--- src/rtl/cs_pin_pkg.sv ---
package cs_pin_pkg;
  localparam int LANE_W = 8;
  localparam int REG_W  = 2 * LANE_W;

  typedef struct packed {
    logic              latchWr;
    logic [LANE_W-1:0] setMask;
    logic [LANE_W-1:0] clrMask;
    logic              cfgWr;
    logic [LANE_W-1:0] csBits;
    logic [LANE_W-1:0] invBits;
  } csStrobe_t;
endpackage

--- src/rtl/cs_pin_dec.sv ---
module cs_pin_dec
  import cs_pin_pkg::*;
#(
  parameter int NUM_PINS = 6
) (
  input  logic             cfgWrEn,
  input  logic [REG_W-1:0] cfgWrData,
  input  logic             fastWrEn,
  input  logic [REG_W-1:0] fastWrData,
  output csStrobe_t        strb
);
  // lanes beyond the implemented pins never reach the datapath
  localparam logic [LANE_W-1:0] PIN_MASK = LANE_W'((1 << NUM_PINS) - 1);

  always_comb begin
    strb.latchWr = fastWrEn;
    strb.setMask = fastWrData[LANE_W +: LANE_W] & PIN_MASK;
    strb.clrMask = fastWrData[0 +: LANE_W] & PIN_MASK;
    strb.cfgWr   = cfgWrEn;
    strb.csBits  = cfgWrData[LANE_W +: LANE_W] & PIN_MASK;
    strb.invBits = cfgWrData[0 +: LANE_W] & PIN_MASK;
  end
endmodule

--- src/rtl/cs_pin_dp.sv ---
module cs_pin_dp
  import cs_pin_pkg::*;
#(
  parameter int NUM_PINS = 6
) (
  input  logic                clk,
  input  logic                rstN,
  input  csStrobe_t           strb,
  output logic [NUM_PINS-1:0] pinOut,
  output logic [NUM_PINS-1:0] latchQ,
  output logic [NUM_PINS-1:0] csQ
);
  for (genvar i = 0; i < NUM_PINS; i++) begin : g_pin
    logic latchBit;
    logic invBit;
    logic csBit;

    always_ff @(posedge clk) begin
      if (!rstN) begin
        latchBit <= 1'b0;
      end else if (strb.latchWr) begin
        unique case ({strb.setMask[i], strb.clrMask[i]})
          2'b10:   latchBit <= 1'b1;
          2'b01:   latchBit <= 1'b0;
          default: latchBit <= latchBit;
        endcase
      end
    end

    always_ff @(posedge clk) begin
      if (!rstN) begin
        invBit <= 1'b0;
        csBit  <= 1'b0;
      end else if (strb.cfgWr) begin
        invBit <= strb.invBits[i];
        csBit  <= strb.csBits[i];
      end
    end

    assign latchQ[i] = latchBit;
    assign csQ[i]    = csBit;
    assign pinOut[i] = latchBit ^ invBit;
  end
endmodule

--- src/rtl/cs_pin_ctrl.sv ---
module cs_pin_ctrl
  import cs_pin_pkg::*;
#(
  parameter int NUM_PINS = 6
) (
  input  logic                clk,
  input  logic                rstN,
  input  logic                cfgWrEn,
  input  logic [REG_W-1:0]    cfgWrData,
  input  logic                fastWrEn,
  input  logic [REG_W-1:0]    fastWrData,
  output logic [NUM_PINS-1:0] pinOut,
  output logic [NUM_PINS-1:0] latchStat,
  output logic [NUM_PINS-1:0] csMode
);
  csStrobe_t strb;

  cs_pin_dec #(.NUM_PINS(NUM_PINS)) u_dec (
    .cfgWrEn    (cfgWrEn),
    .cfgWrData  (cfgWrData),
    .fastWrEn   (fastWrEn),
    .fastWrData (fastWrData),
    .strb       (strb)
  );

  cs_pin_dp #(.NUM_PINS(NUM_PINS)) u_dp (
    .clk    (clk),
    .rstN   (rstN),
    .strb   (strb),
    .pinOut (pinOut),
    .latchQ (latchStat),
    .csQ    (csMode)
  );
endmodule

--- config.mk ---
export PLATFORM = sky130hd
export DESIGN_NAME = cs_pin_ctrl
export DESIGN_NICKNAME = d
export VERILOG_FILES = /design/src/rtl/cs_pin_pkg.sv /design/src/rtl/cs_pin_dec.sv /design/src/rtl/cs_pin_dp.sv /design/src/rtl/cs_pin_ctrl.sv
export SDC_FILE = /design/constraint.sdc
export NUM_CORES = 1
export LEC_CHECK = 0
export CAP_MARGIN = 30
export CORE_UTILIZATION = 40
export DETAILED_ROUTE_END_ITERATION = 12
export PLACE_DENSITY = 0.83
export SKIP_LAST_GASP = 1
export SLEW_MARGIN = 0
export SYNTH_ARGS = -nofsm -noshare
export SYNTH_HDL_FRONTEND = slang
export SYNTH_SLANG_ARGS = --single-unit
--- constraint.sdc ---
create_clock -name clk -period 1.7 [get_ports clk]
set_clock_uncertainty 0.15 [all_clocks]
set_input_delay 0.255 -clock clk [delete_from_list [all_inputs] [get_ports clk]]
set_output_delay 0.255 -clock clk [all_outputs]
set_load 0.05 [all_outputs]
== Word level (Yosys, flattened, before mapping) ==
Cells that the tools add are included.

* Memories kept: 0
* Memory bits (read-only): 0
* Logic and storage cells: 54
* Bits in registers: 18
* Latch bits: 0
* Output and inout port bits: 18
* Memory bits (writable): 0
* Bits of input ports: 36

* Bitwise operators: 6
* Multiplexer cells: 6
* Shift operators: 0
* $lt $le $gt $ge: 0
* Multiply operators: 0
* Add/subtract/negate cells: 0
* Reduce and logical (&&, ||, !) cells: 12
* Equality and inequality tests: 12
* Div/mod/pow operators: 0

{| class="wikitable"
|+ Operator list
! kind !! number
|-
| 2-bit by 1-bit == test with 1-bit output, second input constant || 6
|-
| 2-bit == test, second input constant || 6
|-
| 1-bit case mux with 2 select lines || 6
|-
| 2-bit AND reduction || 6
|-
| 2-bit nonzero test || 6
|-
| 1-bit XOR || 6
|}

== Depth between registers and ports, before layout ==
Gate-level depths: netlist (run 1).

* Depth in word-level cells: 3
* Mapped depth: 4
* Depth with buffers taken out: 4

== Hierarchy ==
A second synthesis (run 1) with hierarchy kept.

* Cells, all modules: 128
* Area total of the unflattened synthesis: 1218.7 um^2

{| class="wikitable"
|+ Modules (own cells, without submodules)
! module !! sequential area each (um^2) !! area an instance (um^2) !! instances !! cells each
|-
| cs_pin_dp || 360.3 || 959.7 || 1 || 93
|-
| cs_pin_dec || 0.0 || 259.0 || 1 || 35
|}

== Worst setup path before layout (run 1) ==
Ideal clock, no wire load.

* Path kind: flip-flop to output port
* From: register u_dp.g_pin[1].latchBit
* To: output pinOut[1]
* Data arrival time: 1.108 ns
* Stages on the path, launching flop included: 2
* Data required time: 1.295 ns
* Path buffers: 0
* Path slack: 0.187 ns
* Path through: dfxtp_1 > xor2_1

* Cells in the longest elaborated chain, start to end: 1

{| class="wikitable"
|+ Ends and longest elaborated chain
! what !! line !! RTL
|-
| start: declaration || cs_pin_dp.sv:14 || <nowiki>logic latchBit;</nowiki>
|-
| start signal: assignment || cs_pin_dp.sv:25 || <nowiki>default: latchBit <= latchBit;</nowiki>
|-
| 1-bit XOR || cs_pin_dp.sv:42 || <nowiki>assign pinOut[i] = latchBit ^ invBit;</nowiki>
|-
| end: declaration || cs_pin_ctrl.sv:12 || <nowiki>output logic [NUM_PINS-1:0] pinOut,</nowiki>
|}

No other way between the ends.

== Final worst setup path (run 1) ==
* From: register u_dp.g_pin[2].latchBit
* To: output pinOut[2]

* Cells in the longest elaborated chain, start to end: 1

{| class="wikitable"
|+ Ends and longest elaborated chain
! what !! line
|-
| start: declaration || cs_pin_dp.sv:14
|-
| start signal: assignment || cs_pin_dp.sv:25
|-
| 1-bit XOR || cs_pin_dp.sv:42
|}

No other way between the ends.

==> impl_metrics.json, run 1 <==
{
  "status": "completed",
  "totalNegativeSetupSlack_ps": 0,
  "grt_max_degree": 13,
  "p_comb_frac": 0.399,
  "regToRegSetupSlack_ps": 850,
  "hold_class": "flop to flop",
  "use_met3": 0.0357,
  "globalRouteMet2Util": 0.329,
  "postCtsHoldBufs": 0,
  "grt-busiest-layer": "met2",
  "p_per_area_mw_per_mm2": 784,
  "vias": 736,
  "hpwl_um": 1630,
  "finalHoldViolations": 0,
  "crit_type": "flop to output port",
  "cts_buffer_depth": 2,
  "yosysUniqueCellTypes": 11,
  "diodes": 0,
  "switchingPower_mw": 0.376,
  "worstSetupEndpointType": "output port",
  "placed_cells": 154,
  "wl_per_cell_um": 12.2,
  "worst_setup_path_start_kind": "flop",
  "utilization": 0.648,
  "die_x_um": 51.0,
  "sw_frac_of_total": 0.332,
  "area_growth_pct": 50.7,
  "path_max_fanout": 3,
  "holdWs_ps": 377,
  "num-fill-cells": 191,
  "gp_congestion": 0.660,
  "clk_pin_slew_ps": 100,
  "drt_iter0_markers": 3,
  "clock_latency_ps": 290,
  "avgSynthCellArea_sq_um": 10.3,
  "synth_warnings": 0,
  "synthesis.area_sq_um": 960,
  "final-max-slew-violation-count": 0,
  "gr-usage-met1": 0.172,
  "cts_resized": 0,
  "cts_tree": "yes",
  "io_pins": 54,
  "dieArea_sq_mm": 0.00260,
  "relSlewSlack": 0.780,
  "root_buffer": "clkbuf_4",
  "maxCapViolations": 0,
  "fin_cells": 157,
  "rows": 17,
  "grt_pass1_wl_um": 3250,
  "setup_viol": 0,
  "worstMarginPinSlew_ps": 329,
  "wirelength_um": 1920,
  "numCtsBuffers": 3,
  "grt_pass1_vias": 761,
  "ys_seq_area_frac": 0.375,
  "avgViaCountPerCell": 4.69,
  "fmax_ghz": 0.632,
  "p_leak_nw": 0.719,
  "power_mw": 1.13,
  "grt_usage": 0.171,
  "cp.arrival_ps": 1180,
  "ys_seq_elements": 18,
  "antenna_found_initial": 0,
  "dieHeight_um": 51.0,
  "rsz0062_at_grt": "no",
  "synth_nets": 135,
  "syn_inst": 93,
  "start_util": 0.430,
  "p_seq_frac": 0.419,
  "clock_sinks": 18,
  "firstDrtPassIters": 3,
  "intPower_mw": 0.757,
  "post-route-drc-count": 0,
  "postCtsSetupBuffers": 0,
  "fin_crit_sh": 0.930,
  "min_period_ps": 1580,
  "core_sq_mm": 0.00223,
  "overflow": 0,
  "peakVddDrop_mv": 0.575,
  "clkPwrFrac": 0.182,
  "drive_gt1_frac": 0.186,
  "ant_nets": 0,
  "cts_max_level": 1,
  "io_buffer_count": 45,
  "crit_required_ps": 1290,
  "final_nets": 173
}
power by group through the flow:
stage	Clock, mW	Sequential, mW	Combinational [mW]
after floorplan	0	0.477	0.266
after global placement	0	0.484	0.445
after detailed placement	0	0.485	0.456
after CTS	0.215	0.476	0.457
after global routing	0.232	0.479	0.477
final	0.207	0.475	0.452
kinds of logic (layout without fill, tap and decap cells):
logic type               after synthesis  after routing  share of synthesized area
AND/OR/NAND/NOR                       24             24                      0.164
buffers and inverters                 21             57                      0.140
flip-flops                            18             18                      0.375
multiplexers                          12             12                      0.125
adder cells (fa/ha/maj)                6              6                     0.0782
AO/OA/AOI/OAI                          6              6                     0.0626
XOR/XNOR                               6              6                     0.0548
layout by cell type, fill, tap and decap left out, drive strengths merged:
master,n
xor2,6
clkbuf,3
o211a,6
nor2b,18
dfxtp,18
buf,21
mux2i,12
clkdlybuf4s50,27
nand3b,6
inv,6
ha,6
per-layer routing:
metal | wire length (um) | vias to the layer above
met5 | 0 | -
met4 | 22 | 0
met3 | 124 | 4
met2 | 1100 | 24
met1 | 672 | 336
li1 | - | 372
synth_stat cells, drive strengths merged:
cell type | instances | area (sq um)
xor2 | 6 | 52.6
nor2b | 18 | 113
o211a | 6 | 60.1
inv | 6 | 22.5
dfxtp | 18 | 360
ha | 6 | 75.1
buf | 15 | 111
mux2i | 12 | 120
nand3b | 6 | 45.0
sequential cells by signal, indices dropped and copies added (netlist names):
signal and flops:
u_dp.g_pin.invBit 6, u_dp.g_pin.csBit 6, u_dp.g_pin.latchBit 6
worst paths after layout:
path / endpoint / cells past startpoint / startpoint
max reg2reg: u_dp.g_pin[0].latchBit / 1 / u_dp.g_pin[0].latchBit
min reg2reg: u_dp.g_pin[0].csBit / 2 / u_dp.g_pin[0].csBit
min: u_dp.g_pin[0].csBit / 2 / u_dp.g_pin[0].csBit
max: pinOut[2] / 2 / u_dp.g_pin[2].latchBit
area by class of cell:
cell class / instances / area, sq um / area share
Sequential cell: 18 / 360 / 0.249
Multi-Input combinational cell: 54 / 465 / 0.322
Clock buffer: 3 / 22.5 / 0.0156
Tap cell: 28 / 35.0 / 0.0242
Timing Repair Buffer: 48 / 541 / 0.374
Inverter: 6 / 22.5 / 0.0156
worst max-delay path, stage by stage (launching register included):
cell and delay [ps]:
dfxtp_1 430, xor2_1 290, buf_12 180
metrics by stage:
step | worst slack, ps | instance area, sq um
finish | 119 | 1450
global route | 46.4 | 1450
CTS | 88.8 | 1450
detailed placement | 97.6 | 1420
global placement | 129 | 1420
floorplan | 187 | 960
(Power assumes the default switching activity.)
==> run 2: changes to the inputs <==
--- a/config.mk
+++ b/config.mk
@@ -5,10 +5,11 @@
 export SDC_FILE = /design/constraint.sdc
 export NUM_CORES = 1
 export LEC_CHECK = 0
+export ABC_AREA = 1
 export CAP_MARGIN = 30
 export CORE_UTILIZATION = 40
 export DETAILED_ROUTE_END_ITERATION = 12
-export PLACE_DENSITY = 0.83
+export PLACE_DENSITY = 0.85
 export SKIP_LAST_GASP = 1
 export SLEW_MARGIN = 0
 export SYNTH_ARGS = -nofsm -noshare
==> run 2 against run 1 <==
- sequential power is essentially flat
- sequential share of layout area grew 1.8 points
- worst setup slack gained 36 ps
- first-iteration DRC count grew 67%
- synthesized cell count grew 28%
- largest power group unchanged
==> impl_metrics.json, run 2 <==
{
  "synthesis.area_sq_um": 917,
  "wirelength_um": 2070,
  "grt_pass1_wl_um": 3170,
  "hold_class": "flop to flop",
  "hpwl_um": 1680,
  "path_max_fanout": 3,
  "synth_flop_cell": "dfxtp_1",
  "synth.area.top_cells": "dfxtp_1 39%, nor2_1 12%, buf_4 11%",
  "critPathLaunch": "u_dp.g_pin[1].latchBit",
  "syn_inst": 119,
  "crit_required_ps": 1290,
  "final-max-slew-violation-count": 0,
  "hp-start": "u_dp.g_pin[3].invBit",
  "relSlewSlack": 0.710,
  "synth_largest_area_cell": "dfxtp_1",
  "start_util": 0.445,
  "setup_viol": 0,
  "postCtsSetupBuffers": 0,
  "worst_setup_path_start_kind": "flop",
  "grt_pass1_vias": 777,
  "synth_nets": 161,
  "ys_seq_area_frac": 0.393,
  "final_common_cell": "nor2_1",
  "cts_buffer_depth": 2,
  "p_leak_nw": 0.665,
  "dieArea_sq_mm": 0.00249,
  "pre_cts_slack_ps": 128,
  "hold-path-endpoint": "u_dp.g_pin[3].invBit",
  "fmax_ghz": 0.647,
  "firstDrtPassIters": 4,
  "wl_per_cell_um": 11.5,
  "antenna_found_initial": 0,
  "maxCapViolations": 0,
  "synth_top_cell_area_share": 0.393,
  "final_nets": 197,
  "crit_type": "flop to output port",
  "placed_cells": 177,
  "grt_usage": 0.169,
  "area_growth_pct": 46.9,
  "ys_top_cells_by_count": "30 x nor2_1, 18 x dfxtp_1, 14 x buf_4",
  "power_mw": 1.13,
  "totalNegativeSetupSlack_ps": 0,
  "rows": 16,
  "finalHoldViolations": 0,
  "rsz0062_at_grt": "no",
  "ys_seq_elements": 18,
  "cts_max_level": 1,
  "r2r_cells": 2,
  "diodes": 0,
  "overflow": 0,
  "cts_resized": 0,
  "cts_tree": "yes",
  "synth_warnings": 0,
  "p_per_area_mw_per_mm2": 839,
  "io_pins": 54,
  "holdPathStages": 2,
  "io_buffer_count": 45,
  "postCtsHoldBufs": 0,
  "fin_crit_sh": 0.909,
  "root_buffer": "clkbuf_4",
  "fin_cells": 180,
  "numCtsBuffers": 3,
  "reg_top3": "u_dp.g_pin.csBit (6), u_dp.g_pin.invBit (6), u_dp.g_pin.latchBit (6)",
  "ant_nets": 0,
  "die_x_um": 49.9,
  "regToRegStartpoint": "u_dp.g_pin[2].invBit",
  "min_period_ps": 1550,
  "synth_edf_count": 0,
  "drt_iter0_markers": 5,
  "post-route-drc-count": 0,
  "clk_pin_slew_ps": 90,
  "clock_sinks": 18,
  "gp_congestion": 0.673,
  "avgSynthCellArea_sq_um": 7.71,
  "drive_gt1_frac": 0.157,
  "peakVddDrop_mv": 0.477,
  "yosysMostFrequentCell": "nor2_1",
  "status": "completed",
  "cp.arrival_ps": 1140,
  "core_sq_mm": 0.00206,
  "regToRegSetupSlack_ps": 890,
  "setup_slack_ps": 155,
  "clock_latency_ps": 270,
  "async_flop_share": 0,
  "grt_max_degree": 19,
  "yosysUniqueCellTypes": 14,
  "layout_common_cells": "30 x nor2_1, 27 x clkdlybuf4s50_1, 18 x dfxtp_1",
  "worstMarginPinSlew_ps": 434,
  "worstSetupEndpointType": "output port",
  "vias": 828,
  "reg2reg_to": "u_dp.g_pin[2].invBit",
  "dieHeight_um": 49.9,
  "avgViaCountPerCell": 4.60
}
## run 2: cell count changes in the layout (fill, tap and decap cells not counted), moves of 3 or more
cell / previous run / this run
mux2i_1: 12 / 0
nor2b_1: 18 / 0
nand3b_1: 6 / 0
nand2_1: 0 / 6
o211a_1: 6 / 0
inv_1: 6 / 13
a21oi_1: 0 / 6
buf_12: 9 / 6
o21ai_1: 0 / 3
o21ai_0: 0 / 8
nand3_1: 0 / 6
nor2_1: 0 / 30
## run 2: how the worst max path moves through the flow
stage / end / cells after the start
after floorplan: pinOut[1] / 1
after global placement: u_dp.g_pin[1].csBit / 4
after detailed placement: u_dp.g_pin[0].invBit / 4
after CTS: pinOut[1] / 2
after global routing: pinOut[1] / 2
final: pinOut[1] / 2
## run 2: metal layers
metal	share of wire	vias up	GRT usage	wire length, um
li1	-	431	-	-
met2	0.50	30	0.324	1040
met5	0	-	0	0
met3	0.052	4	0.0278	107
met1	0.43	363	0.177	885
met4	0.018	0	0.0714	38
## run 2: where the power goes
group          switching, mW  internal, mW
registers             0.0235         0.454
logic                  0.254         0.202
clock network          0.115        0.0819
total                  0.393         0.738
## run 2: logic make-up (layout without fill, tap and decap cells)
logic type,after synthesis,count (layout),synth area share
AND/OR/NAND/NOR,42,42,0.180
buffers and inverters,29,63,0.186
AO/OA/AOI/OAI,18,18,0.102
flip-flops,18,18,0.393
adder cells (fa/ha/maj),6,6,0.0819
XOR/XNOR,6,6,0.0573
## run 2: final cells by class
cell class,count,area [sq um]
multi-input combinational,72,387
fill,177,714
timing repair buffer,47,495
tap,27,33.8
clock buffer,3,22.5
inverter,13,48.8
sequential,18,360
## run 2: critical path, cell delays in order, from the launching register on
cell and delay, ps:
dfxtp_1 390, xor2_1 300, buf_12 180
## run 2: through the flow
stage	hold WS, ps	util	cell area, sq um
after floorplan	240	-	917
after global placement	328	0.643	1330
after detailed placement	343	0.643	1330
after CTS	360	0.654	1350
after global routing	389	0.654	1350
final	357	0.654	1350
